## src/rtl/irqh_pkg.sv

```systemverilog
package irqh_pkg;
  localparam int unsigned IRQH_DW   = 32;
  // implemented lines: 28..22, 19..17, 13..10, 3
  localparam logic [31:0] IRQH_LIVE = 32'h1FCE_3C08;

  localparam int unsigned OFF_SRC  = 'h00;
  localparam int unsigned OFF_MASK = 'h04;
  localparam int unsigned OFF_MSET = 'h08;
  localparam int unsigned OFF_MCLR = 'h0c;
  localparam int unsigned OFF_PEND = 'h10;

  typedef enum logic [2:0] {
    SEL_NONE,
    SEL_SRC,
    SEL_MASK,
    SEL_MSET,
    SEL_MCLR,
    SEL_PEND
  } reg_sel_e;

  function automatic reg_sel_e addr_decode(input int unsigned a);
    case (a)
      OFF_SRC:  return SEL_SRC;
      OFF_MASK: return SEL_MASK;
      OFF_MSET: return SEL_MSET;
      OFF_MCLR: return SEL_MCLR;
      OFF_PEND: return SEL_PEND;
      default:  return SEL_NONE;
    endcase
  endfunction
endpackage

```

## src/rtl/irqh_sync.sv

```systemverilog
module irqh_sync #(
  parameter int W      = 32,
  parameter int STAGES = 2
) (
  input  logic         clk,
  input  logic         rst_n,
  input  logic [W-1:0] d,
  output logic [W-1:0] q
);
  logic [W-1:0] stg [STAGES];

  for (genvar s = 0; s < STAGES; s++) begin : g_stage
    if (s == 0) begin : g_first
      always_ff @(posedge clk) begin
        if (!rst_n) stg[0] <= '0;
        else        stg[0] <= d;
      end
    end else begin : g_next
      always_ff @(posedge clk) begin
        if (!rst_n) stg[s] <= '0;
        else        stg[s] <= stg[s-1];
      end
    end
  end

  assign q = stg[STAGES-1];
endmodule

```

## src/rtl/irqh_mask.sv

```systemverilog
module irqh_mask
  import irqh_pkg::*;
#(
  parameter int           W    = 32,
  parameter logic [W-1:0] LIVE = '1
) (
  input  logic         clk,
  input  logic         rst_n,
  input  logic         wr_en,
  input  reg_sel_e     sel,
  input  logic [W-1:0] wr_data,
  output logic [W-1:0] mask_q
);
  logic [W-1:0] set_v, clr_v, mask_d;
  logic         load;

  always_comb begin
    set_v = '0;
    clr_v = '0;
    load  = 1'b0;
    if (wr_en) begin
      case (sel)
        SEL_MASK: load  = 1'b1;
        SEL_MSET: set_v = wr_data & LIVE;
        SEL_MCLR: clr_v = wr_data & LIVE;
        default: ;
      endcase
    end
    // clear is applied last, so it wins over a set of the same bit
    mask_d = load ? (wr_data & LIVE) : ((mask_q | set_v) & ~clr_v);
  end

  always_ff @(posedge clk) begin
    if (!rst_n) mask_q <= LIVE;
    else        mask_q <= mask_d;
  end
endmodule

```

## src/rtl/irqh_pend.sv

```systemverilog
module irqh_pend #(
  parameter int           W    = 32,
  parameter logic [W-1:0] LIVE = '1
) (
  input  logic         clk,
  input  logic         rst_n,
  input  logic [W-1:0] src,
  input  logic [W-1:0] mask,
  output logic [W-1:0] pend,
  output logic         irq_q
);
  assign pend = src & ~mask & LIVE;

  always_ff @(posedge clk) begin
    if (!rst_n) irq_q <= 1'b0;
    else        irq_q <= |pend;
  end
endmodule

```

## src/rtl/irqh_rdmux.sv

```systemverilog
module irqh_rdmux
  import irqh_pkg::*;
#(
  parameter int W = 32
) (
  input  logic         clk,
  input  logic         rst_n,
  input  logic         rd_en,
  input  reg_sel_e     sel,
  input  logic [W-1:0] src,
  input  logic [W-1:0] mask,
  input  logic [W-1:0] pend,
  output logic [W-1:0] rd_q
);
  logic [W-1:0] rd_d;

  always_comb begin
    case (sel)
      SEL_SRC:                     rd_d = src;
      SEL_MASK, SEL_MSET, SEL_MCLR: rd_d = mask;
      SEL_PEND:                    rd_d = pend;
      default:                     rd_d = '0;
    endcase
  end

  always_ff @(posedge clk) begin
    if (!rst_n)     rd_q <= '0;
    else if (rd_en) rd_q <= rd_d;
  end
endmodule

```

## src/rtl/irq_mask_hub.sv

```systemverilog
module irq_mask_hub
  import irqh_pkg::*;
#(
  parameter int            DW        = IRQH_DW,
  parameter int            AW        = 5,
  parameter int            SYNC_STG  = 2,
  parameter logic [DW-1:0] LIVE_MASK = IRQH_LIVE
) (
  input  logic          clk,
  input  logic          rst_n,
  input  logic [DW-1:0] irq_lines,
  input  logic [AW-1:0] bus_addr,
  input  logic          bus_wr_en,
  input  logic [DW-1:0] bus_wr_data,
  input  logic          bus_rd_en,
  output logic [DW-1:0] bus_rd_data,
  output logic          irq_out
);
  reg_sel_e      sel;
  logic [DW-1:0] src_sync, src_live, mask_q, pend_w;

  assign sel      = addr_decode(int'(bus_addr));
  assign src_live = src_sync & LIVE_MASK;

  irqh_sync #(.W(DW), .STAGES(SYNC_STG)) u_sync (
    .clk(clk), .rst_n(rst_n), .d(irq_lines), .q(src_sync)
  );

  irqh_mask #(.W(DW), .LIVE(LIVE_MASK)) u_mask (
    .clk(clk), .rst_n(rst_n), .wr_en(bus_wr_en), .sel(sel),
    .wr_data(bus_wr_data), .mask_q(mask_q)
  );

  irqh_pend #(.W(DW), .LIVE(LIVE_MASK)) u_pend (
    .clk(clk), .rst_n(rst_n), .src(src_live), .mask(mask_q),
    .pend(pend_w), .irq_q(irq_out)
  );

  irqh_rdmux #(.W(DW)) u_rd (
    .clk(clk), .rst_n(rst_n), .rd_en(bus_rd_en), .sel(sel),
    .src(src_live), .mask(mask_q), .pend(pend_w), .rd_q(bus_rd_data)
  );
endmodule

```

## config.mk

```make
export PLATFORM = sky130hd
export DESIGN_NAME = irq_mask_hub
export DESIGN_NICKNAME = d
export VERILOG_FILES = /design/src/rtl/irqh_pkg.sv /design/src/rtl/irqh_sync.sv /design/src/rtl/irqh_mask.sv /design/src/rtl/irqh_pend.sv /design/src/rtl/irqh_rdmux.sv /design/src/rtl/irq_mask_hub.sv
export SDC_FILE = /design/constraint.sdc
export NUM_CORES = 1
export LEC_CHECK = 0
export BUFFER_PORTS_ARGS = -buffer_cell sky130_fd_sc_hd__buf_2
export CAP_MARGIN = 40
export CORE_ASPECT_RATIO = 0.5
export CORE_MARGIN = 3
export CORE_UTILIZATION = 35
export DETAILED_ROUTE_END_ITERATION = 16
export RECOVER_POWER = 25
export SLEW_MARGIN = 20
export SYNTH_ARGS = -nofsm -noshare
export SYNTH_HDL_FRONTEND = slang
export SYNTH_SLANG_ARGS = --single-unit
```

## constraint.sdc

```tcl
create_clock -name clk -period 2.6 [get_ports clk]
set_input_delay 0.52 -clock clk [delete_from_list [all_inputs] [get_ports clk]]
set_output_delay 0.52 -clock clk [all_outputs]
set_load 0.05 [all_outputs]
```

==> flow_summary.toml <==
[synth]
synth-compound-area-share_pct = 21.3
synth_most_common_cell = "dfxtp_1"
seq_area_frac_synth_pct = 46.6
syn_area_sq_um = 2620
syn_inst = 293
synth_edf_count = 0
synth.distinct_cells = 35
synthMuxAreaShare_pct = 0
synth_common_cells = "dfxtp_1 (61), and2_1 (30), nand2_1 (29)"
async_flop_share_pct = 0
synth_seq_cells = 61
synth_ff_type = "dfxtp_1"
syn_area_per_cell_sq_um = 8.95
synth_xor_area_share_pct = 0.334
synth_adder_area_share_pct = 0
synth_area_leaders = "dfxtp_1 (47%), and2_1 (7.2%), a21oi_1 (5.3%), buf_4 (4.9%), a211oi_2 (4.8%)"
synth_top_family_by_area = "compound AO/OA/AOI/OAI gates"
yosys.area_share.simple_pct = 21.1
synth_top_area_cell = "dfxtp_1"
ys_warn_count = 0
synth_top_area_share_pct = 46.6

[global_routing]
grt_pass1_wl_um = 9470
antenna_found_initial = 0
grt_pass1_vias = 1986
grt_usage_pct = 14.2
grt_max_degree = 48
grt.overflow.total = 0

[clock_network]
clk_pin_slew_ps = 50
cts_htree_levels = 3
holdBufCountCts = 0
clock-sinks = 61
numCtsBuffers = 9
cts_tree = "done"
post_cts_buffers = 0
cts.path.max_buffers = 2
clk_latency_ps = 320
post_cts_resized = 0
clockRootBuffer = "clkbuf_16"

[layout]
finalNetCount = 417
antenna_cells = 0
final_layout_size_suffix_gt1_share_pct = 25.2
final_util_pct = 45.2
area_growth_syn_to_layout_pct = 20.0

[power]
leakagePower_nw = 1.34
pwr-share-seq_pct = 43.6
power_density_nw_per_um2 = 720
power.switching_w = 0.000581
p_comb_share_pct = 9.4
peakVddDrop_uv = 328
clkPwrFrac_pct = 47.0
switching_share_pct = 25.6
internal-power_w = 0.00168

[min_path]
whs_path_depth = 2
hold_end = "u_mask.mask_q[23]"
hp-start = "bus_wr_data[23]"
hp-class = "input port to flop"

[setup_path]
crit_buf_inv = 1
cp_top_family = "simple AND/OR/NAND/NOR gates"
crit_required_ps = 2840
cp_cell_sequence = "buf_2 -> nor2b_4 -> nor3b_4 -> a21oi_1 -> a211oi_2"
worstPathArrival_ps = 1960
slowest_stage = "nor3b_4"
path_max_fanout = 17
cpPeakStageDelay_ps = 610
reg2regPathDepth = 4
r2r_start = "u_mask.mask_q[19]"
worstSetupPathType = "input port to flop"
r2r_end = "u_pend.irq_q"
end_kind = "flop"
rrSetupSlack_ps = 1320
worstSetupStartpointType = "input port"

[timing]
hold_ws_ps = 393
finalSetupTns_ps = 0
finalClockSkew_ps = 4.54
min_period_ps = 1720
grt_setup_unrepaired = "no"
worst_pin_slew_ps = 727
hold_violations = 0
slew_headroom_pct = 51.5
max_freq_mhz = 581
setup_viol_count_final = 0
finalMaxSlewViolations = 0
fin_crit_sh_pct = 66.2

[drt]
vias = 2091
wl_per_cell_um = 13.7
dr.pass1.iters = 4
ant_nets = 0
drt_wl_total_um = 6020
drc_errors = 0
drtIter0Drc = 107
vias_per_cell = 4.74

[flow_run]
drv_cap = 0

[place]
dp_hpwl_um = 4250
io_buffers = 54
gp_congestion = 0.770

[floorplan]
rows = 21
fp.dieW_um = 128
ioPinCount = 106
core_area_sq_um = 6960
fp.dieArea_sq_um = 8630
die_height_um = 67.2
start_util_pct = 37.7

[run_status]
status = "finished, final reports clean"
[metal layers]
metal  track usage (%)  share of wire (%)
met1              18.4                 49
met2              22.5                 45
met3              4.50                5.2
met4              5.29               0.86
met5                 0                  0
[how the worst max path moves through the flow]
stage	startpoint	to	slack [ps]	depth (start not counted)
after floorplan	rst_n	u_rd.rd_q[12]	1100	5
after global placement	bus_addr[4]	u_mask.mask_q[17]	650	5
after detailed placement	bus_addr[4]	u_mask.mask_q[18]	570	5
after CTS	bus_addr[4]	u_mask.mask_q[18]	900	5
after global routing	bus_addr[4]	u_mask.mask_q[18]	760	5
final	bus_addr[4]	u_mask.mask_q[18]	880	5
[worst reg2reg max path, stage by stage, from the launching register on]
cell and delay [ps]:
dfxtp_1 350, nand2b_1 110, o221ai_1 120, a2111oi_0 420, a21boi_0 150
[kinds of logic (layout without fill, tap and decap cells)]
kind of cell           after synthesis  in the layout
AO/OA/AOI/OAI                       83             83
flip-flops                          61             61
AND/OR/NAND/NOR                    100            100
other                                1             17
buffers and inverters               47             87
XOR/XNOR                             1              1
[placed cells by master (no fill, tap or decap), drive strengths merged, types with 5 or more instances in the layout]
master / n
dfxtp: 61
buf: 58
and2: 31
nand2: 29
a21oi: 28
o21ai: 17
conb: 17
inv: 14
nor2: 14
a211oi: 14
o31ai: 13
nand2b: 12
clkbuf: 10
o22ai: 5
[per-stage QoR]
stage	cells	worst slack, ps	power [W]	instance area (sq um)
floorplan	309	1100	0.00118	2680
global placement	425	654	0.00121	2870
detailed placement	425	572	0.00122	2870
CTS	441	898	0.00228	3150
global route	441	759	0.00235	3150
finish	441	879	0.00227	3150
[cell type report]
cell class | instances | area, sq um
fillers | 672 | 3820
flip-flops and latches | 61 | 1220
well taps | 92 | 115
inverters | 13 | 48.8
clock inverters | 6 | 48.8
repair buffers | 58 | 300
clock buffers | 10 | 229
multi-input cells | 201 | 1180
[power by group through the flow]
stage	registers [W]	logic (W)	clock network, W
after CTS	0.000988	0.000213	0.00108
after global placement	0.00101	0.000207	0
after global routing	0.000992	0.000232	0.00113
after floorplan	0.00102	0.000159	0
after detailed placement	0.00101	0.000212	0
final	0.000989	0.000213	0.00106
[flip-flops by register name, summed over array words and instances (netlist names)]
register       count
u_sync.stg        30
u_mask.mask_q     15
u_pend.irq_q       1
u_rd.rd_q         15
Power figures use the tool's default switching activity.
